<file path="src/rtl/hub_ea_pkg.sv">
package hub_ea_pkg;

    localparam int OPND_W = 9;
    localparam int IDX_W  = 5;
    localparam int ABS_W  = 8;

    typedef enum logic [1:0] {
        SZ_BYTE = 2'b00,
        SZ_WORD = 2'b01,
        SZ_LONG = 2'b10,
        SZ_RSVD = 2'b11
    } acc_size_e;

    typedef struct packed {
        logic             is_ptr;
        logic             sel;
        logic             upd;
        logic             post;
        logic [IDX_W-1:0] idx;
        logic [ABS_W-1:0] abs_addr;
    } opnd_dec_t;

endpackage

</file>
<file path="src/rtl/hub_ea_decode.sv">
module hub_ea_decode
    import hub_ea_pkg::*;
(
    input  logic [OPND_W-1:0] opnd,
    output opnd_dec_t         dec
);

    always_comb begin
        dec          = '0;
        dec.is_ptr   = opnd[8];
        dec.abs_addr = opnd[ABS_W-1:0];
        if (opnd[8]) begin
            dec.sel  = opnd[7];
            dec.upd  = opnd[6];
            dec.post = opnd[5];
            dec.idx  = opnd[IDX_W-1:0];
        end
    end

endmodule

</file>
<file path="src/rtl/hub_ea_offset.sv">
module hub_ea_offset
    import hub_ea_pkg::*;
#(
    parameter int AW = 20
) (
    input  logic [IDX_W-1:0] idx,
    input  logic [1:0]       size,
    output logic [AW-1:0]    off
);

    logic [AW-1:0] ext;
    logic [1:0]    sh;

    always_comb begin
        ext = {{(AW-IDX_W){idx[IDX_W-1]}}, idx};
        case (acc_size_e'(size))
            SZ_BYTE: sh = 2'd0;
            SZ_WORD: sh = 2'd1;
            default: sh = 2'd2;
        endcase
        off = ext << sh;
    end

endmodule

</file>
<file path="src/rtl/hub_ptr_bank.sv">
module hub_ptr_bank #(
    parameter int AW    = 20,
    parameter int NPTR  = 2,
    localparam int SELW = (NPTR > 1) ? $clog2(NPTR) : 1
) (
    input  logic                 clk,
    input  logic                 rst_n,
    input  logic [NPTR-1:0]      ld_en,
    input  logic [NPTR-1:0][AW-1:0] ld_val,
    input  logic                 upd_en,
    input  logic [SELW-1:0]      upd_sel,
    input  logic [AW-1:0]        upd_val,
    output logic [NPTR-1:0][AW-1:0] ptr
);

    typedef struct packed {
        logic [NPTR-1:0][AW-1:0] p;
        logic                    past_ok;
    } bank_st_t;

    bank_st_t st_d, st_q;

    always_comb begin
        st_d         = st_q;
        st_d.past_ok = 1'b1;
        for (int i = 0; i < NPTR; i++) begin
            if (ld_en[i])
                st_d.p[i] = ld_val[i];
            else if (upd_en && (upd_sel == SELW'(i)))
                st_d.p[i] = upd_val;
        end
    end

    always_ff @(posedge clk) begin
        if (!rst_n) st_q <= '0;
        else        st_q <= st_d;
    end

    assign ptr = st_q.p;

    generate
        for (genvar g = 0; g < NPTR; g++) begin : g_chk

            ld_prio_chk: assert property (@(posedge clk) disable iff (!rst_n)
                st_q.past_ok && $past(ld_en[g]) |-> ptr[g] == $past(ld_val[g]));

            ptr_hold_chk: assert property (@(posedge clk) disable iff (!rst_n)
                st_q.past_ok && !$past(ld_en[g]) &&
                !($past(upd_en) && $past(upd_sel) == SELW'(g)) |-> $stable(ptr[g]));
        end
    endgenerate

endmodule

</file>
<file path="src/rtl/hub_ea_gen.sv">
module hub_ea_gen
    import hub_ea_pkg::*;
#(
    parameter int AW = 20
) (
    input  logic          clk,
    input  logic          rst_n,
    input  logic          acc_valid,
    input  logic [8:0]    acc_field,
    input  logic [1:0]    acc_size,
    input  logic          ld_a_en,
    input  logic [AW-1:0] ld_a_val,
    input  logic          ld_b_en,
    input  logic [AW-1:0] ld_b_val,
    output logic [AW-1:0] ea,
    output logic          ptr_we,
    output logic          ptr_wsel,
    output logic [AW-1:0] ptr_new
);

    opnd_dec_t            dec;
    logic [AW-1:0]        off;
    logic [1:0][AW-1:0]   ptr;
    logic [AW-1:0]        cur;
    logic [AW-1:0]        sum;
    logic                 chk_ok_q;

    hub_ea_decode u_dec (
        .opnd (acc_field),
        .dec  (dec)
    );

    hub_ea_offset #(.AW(AW)) u_off (
        .idx  (dec.idx),
        .size (acc_size),
        .off  (off)
    );

    hub_ptr_bank #(.AW(AW), .NPTR(2)) u_bank (
        .clk     (clk),
        .rst_n   (rst_n),
        .ld_en   ({ld_b_en, ld_a_en}),
        .ld_val  ({ld_b_val, ld_a_val}),
        .upd_en  (ptr_we),
        .upd_sel (ptr_wsel),
        .upd_val (ptr_new),
        .ptr     (ptr)
    );

    always_comb begin
        cur      = ptr[dec.sel];
        sum      = cur + off;
        ptr_we   = acc_valid && dec.is_ptr && dec.upd;
        ptr_wsel = dec.sel;
        ptr_new  = sum;
        if (!dec.is_ptr)
            ea = AW'(dec.abs_addr);
        else if (dec.upd && dec.post)
            ea = cur;
        else
            ea = sum;
    end

    always_ff @(posedge clk) begin
        if (!rst_n) chk_ok_q <= 1'b0;
        else        chk_ok_q <= 1'b1;
    end


    abs_range_chk: assert property (@(posedge clk) disable iff (!rst_n)
        !acc_field[8] |-> (ea < AW'(256)) && !ptr_we);

    idle_nowrite_chk: assert property (@(posedge clk) disable iff (!rst_n)
        !acc_valid |-> !ptr_we);

    post_ea_chk: assert property (@(posedge clk) disable iff (!rst_n)
        acc_field[8] && acc_field[6] && acc_field[5] |->
        ea == (acc_field[7] ? ptr[1] : ptr[0]));

    pre_commit_chk: assert property (@(posedge clk) disable iff (!rst_n)
        chk_ok_q && $past(ptr_we) && !$past(acc_field[5]) &&
        !($past(acc_field[7]) ? $past(ld_b_en) : $past(ld_a_en)) |->
        ($past(acc_field[7]) ? ptr[1] : ptr[0]) == $past(ea));

endmodule

</file>
<file path="config.mk">
export PLATFORM = sky130hd
export DESIGN_NAME = hub_ea_gen
export DESIGN_NICKNAME = d
export VERILOG_FILES = /design/src/rtl/hub_ea_pkg.sv /design/src/rtl/hub_ea_decode.sv /design/src/rtl/hub_ea_offset.sv /design/src/rtl/hub_ptr_bank.sv /design/src/rtl/hub_ea_gen.sv
export SDC_FILE = /design/constraint.sdc
export NUM_CORES = 1
export LEC_CHECK = 0
export ABC_AREA = 0
export BUFFER_PORTS_ARGS = -buffer_cell sky130_fd_sc_hd__buf_4
export CORE_MARGIN = 5
export CORE_UTILIZATION = 33
export CTS_BUF_LIST = sky130_fd_sc_hd__clkbuf_16
export DETAILED_ROUTE_END_ITERATION = 8
export SKIP_CTS_REPAIR_TIMING = 1
export SLEW_MARGIN = 10
export SYNTH_ARGS = -nofsm -noshare
export SYNTH_HDL_FRONTEND = slang
export SYNTH_HIERARCHICAL = 1
export SYNTH_SLANG_ARGS = --single-unit
</file>
<file path="constraint.sdc">
create_clock -name clk -period 4.9 [get_ports clk]
set_input_delay 0.49 -clock clk [delete_from_list [all_inputs] [get_ports clk]]
set_output_delay 0.49 -clock clk [all_outputs]
set_load 0.05 [all_outputs]
</file>
==> results.md <==
Run status:
- The run finished with clean final reports.

Timing:
- Setup repair after global routing left no endpoint under its margin.
- The shortest clock period the worst path allows after layout is 4.47 ns.
- The portion of the clock cycle consumed by the worst path in the final layout is 0.913.
- The final-report max-slew violation count came to 0.
- The highest clock rate is 224 MHz.
- The number of failing setup endpoints in the final timing report is 0.
- On the final layout, the worst clock skew is between 0.004 and 0.005 ns.
- The slew at the pin closest to its max-slew limit is slightly below 1 ns.
- Final hold analysis gives a worst-case slack of 0.474 ns.
- The hold violation total from the final report is 0.
- The tightest slew margin relative to the limit is 0.337.

Routing:
- The DRC violation total after the first TritonRoute iteration is 166.
- Once detail routing completed, the nets flagged for antenna violations numbered 0.
- The post-detailed-route DRC marker count is 0.
- The routed layout has 3654 vias.
- Wires add up to between 10 and 15 mm.
- Dividing the detail-routed via count by the number of cells gives 5.37.
- The wire length per cell is roughly 18 µm.
- The first detailed-routing pass took 4 iterations.

Power:
- The leakage power figure is 0.00196 µW.
- The net switching power figure is roughly 570 µW.
- Overall power consumption after layout is estimated at 1370 µW.
- The share of power burned in the clock network is 0.269.
- The worst vdd rail ir drop is 202 µV.
- Of the total power, registers draw 0.264.
- The proportion of power drawn by combinational gates is 0.467.
- Power spread over the standard cell area amounts to 303 nW/µm².
- The internal power of the cells totals 802 µW.
- The net switching fraction of the power is 0.414.

Synth:
- After synthesis, the mean cell area works out to roughly 7.6 µm².
- Of all flip-flops after synthesis, the portion carrying an async set or reset was 0.
- Synthesis handed over a netlist of 484 instances.
- Yosys printed 6 warnings.
- The dominant register cell in the synthesized netlist is sky130_fd_sc_hd__dfxtp_1.
- The netlist area before placement is 3670 µm².
- The number of different library cells used by synthesis comes to 56.
- The number of nets in the synthesized netlist is 560.
- The register area share after synthesis is 0.218.
- In this run, synthesis inferred 0 flip-flops with an integrated enable.
- After synthesis the netlist holds a flip-flop and latch count of 40.

Clock network:
- Clock-pin slew was measured on the worst setup and hold paths at 0.06 ns.
- The tree built by TritonCTS fans out to 40 sinks.
- The later pin in the worst-skew pair is clocked with a latency of 0.28 ns.
- In this run the clock root is driven by a sky130_fd_sc_hd__clkbuf_16.
- TritonCTS built the clock tree.
- The H-tree was split into 2 levels.
- The maximum count of clock buffers along a single path is 2.
- Clock tree synthesis inserted a total of 5 buffers.

Worst setup path:
- The critical path in this run is classified as in -> out.
- For the worst setup path, the data arrival time is 3.98 ns.
- The required time of the critical path is ~4.4 ns.
- STA classifies the critical path startpoint as an input port.
- The worst setup path is captured at a primary output.
- The top fanout value on the critical path is 19.

Placement:
- Summing all placed instances gives a cell area of 4350 µm².
- Routability-driven placement finished with a final weighted congestion of 0.908.
- Summed over all nets, the half-perimeter wirelength after detailed placement is 9.16 mm.
- Including well taps, the total number of placed cells is about 670.
- The number of buffers added on ports is between 90 and 100.

Floorplanning:
- The row count is 38.
- In this run the standard cell core region covers 10900 µm².
- The number of primary I/O pins is 98.
- For this configuration, the core starts out at a cell density of 0.337.
- The die is 115 µm wide.
- The floorplan step defined a die boundary enclosing 13300 µm².
- The vertical die dimension is between 100 and 150 µm.

Global route:
- In the global route stage, overall resource usage came out at 0.174.
- The initial antenna violation count is 0.
- For this run the aggregate overflow at the end of global routing stands at 0.
- The number of global-route vias before repair is 3637.
- The global-route wire length before repair is 18.4 mm.
- The largest net degree at the start of global routing is 41.

Final layout:
- After routing the design area is around 4500 µm².
- The post-layout net count is 615.
- The repair_antennas step left the layout with diodes totalling 0.
- The proportion of layout cells with a drive suffix above 1 is 0.287.
- In the layout the commonest cells are sky130_fd_sc_hd__buf_4 (102), sky130_fd_sc_hd__nand2_1 (75), sky130_fd_sc_hd__o21ai_0 (52), sky130_fd_sc_hd__a21oi_1 (40), sky130_fd_sc_hd__dfxtp_1 (40).
- The area growth from synthesis to final layout is 22.9%.
- The count of cells in the finished layout, fillers not included, comes to 680.
- The register with the most flip-flops in the layout has 40 of them.
- The library cell used most frequently in the layout, excluding fill and tap cells, is sky130_fd_sc_hd__buf_4.
- The filler cell count in the final layout is 1132.

Min path:
- The class of the worst hold path is reg -> reg.

Job:
- Max-cap violations in this run came to 0.
## cell type report
class	instances	area (µm²)	area share
inverters	7	26.3	0.00582
repair buffers	102	766	0.170
clock buffers	5	125	0.0277
multi-input cells	383	2580	0.572
clock inverters	3	38.8	0.00859
well taps	140	175	0.0388
flip-flops and latches	40	801	0.177
## metal layers
| metal | up-vias | wire length (µm) | GRT usage |
|---|---|---|---|
| met5 | - | 0 | 0 |
| met2 | 85 | 5620 | 0.290 |
| met3 | 14 | 528 | 0.0225 |
| li1 | 1824 | - | - |
| met1 | 1731 | 5550 | 0.236 |
| met4 | 0 | 211 | 0.0501 |
## through the flow
| step | setup TNS, ns | utilization | worst slack, ns |
|---|---|---|---|
| floorplan | -0.0405 | - | -0.0405 |
| global placement | 0 | 0.400 | 0.505 |
| detailed placement | 0 | 0.400 | 0.398 |
| CTS | 0 | 0.415 | 0.396 |
| global route | 0 | 0.415 | 0.0946 |
| finish | 0 | 0.415 | 0.426 |
## cells in the mapped netlist (4+ instances only)
cell type                  count  area, µm²
sky130_fd_sc_hd__a21o_1        7       52.6
sky130_fd_sc_hd__a21oi_1      42        210
sky130_fd_sc_hd__a31oi_1      25        156
sky130_fd_sc_hd__and2_1       11       68.8
sky130_fd_sc_hd__buf_4        23        173
sky130_fd_sc_hd__clkbuf_1     22       82.6
sky130_fd_sc_hd__dfxtp_1      40        801
sky130_fd_sc_hd__ha_1         19        238
sky130_fd_sc_hd__inv_1         7       26.3
sky130_fd_sc_hd__mux2_2       19        214
sky130_fd_sc_hd__mux2i_1      25        250
sky130_fd_sc_hd__nand2_1      75        282
sky130_fd_sc_hd__nand3_1      14       70.1
sky130_fd_sc_hd__nand4_1       7       43.8
sky130_fd_sc_hd__nor2_1       17       63.8
sky130_fd_sc_hd__o21ai_0      52        260
sky130_fd_sc_hd__o21ai_1       4       20.0
sky130_fd_sc_hd__xnor2_1      10       87.6
sky130_fd_sc_hd__xor2_1        7       61.3
## path summary, 6_finish.rpt
kind | from | endpoint | slack (ns) | depth (start not counted)
max | acc_field[8] | ea[17] | 0.43 | 13
min | u_bank/ptr[37]$_SDFFE_PN0P_ | u_bank/ptr[37]$_SDFFE_PN0P_ | 0.47 | 2
max reg2reg | u_bank/ptr[0]$_SDFFE_PN0P_ | u_bank/ptr[12]$_SDFFE_PN0P_ | 1.61 | 12
min reg2reg | u_bank/ptr[37]$_SDFFE_PN0P_ | u_bank/ptr[37]$_SDFFE_PN0P_ | 0.47 | 2
## power by group through the flow
stage,registers (µW),logic (µW),clock network (µW)
2_1_floorplan,364,459,0
3_3_place_gp,368,632,0
3_5_place_dp,368,638,0
4_1_cts,361,639,372
5_1_grt,364,680,387
6_report,362,639,368
## cell families (layout without fill, tap and decap cells)
logic type | Yosys count | after routing | share of synthesized area
AO/OA/AOI/OAI | 149 | 149 | 0.241
flip-flops | 40 | 40 | 0.218
multiplexers | 45 | 45 | 0.130
AND/OR/NAND/NOR | 152 | 152 | 0.201
adder cells (fa/ha/maj) | 20 | 20 | 0.0702
XOR/XNOR | 17 | 17 | 0.0405
buffers and inverters | 61 | 117 | 0.0991
## worst max-delay path: stages
cell and delay [ns]:
sky130_fd_sc_hd__buf_4 0.19, sky130_fd_sc_hd__and2_2 0.31, sky130_fd_sc_hd__buf_4 0.29, sky130_fd_sc_hd__mux2_2 0.38, sky130_fd_sc_hd__ha_1 0.39, sky130_fd_sc_hd__nand3_1 0.10
sky130_fd_sc_hd__nor2_1 0.18, sky130_fd_sc_hd__o211ai_1 0.13, sky130_fd_sc_hd__a22oi_1 0.41, sky130_fd_sc_hd__a21oi_1 0.26, sky130_fd_sc_hd__o21ai_0 0.19, sky130_fd_sc_hd__or3b_2 0.45
sky130_fd_sc_hd__buf_4 0.20
No activity file was read; power rests on OpenSTA's default activity.
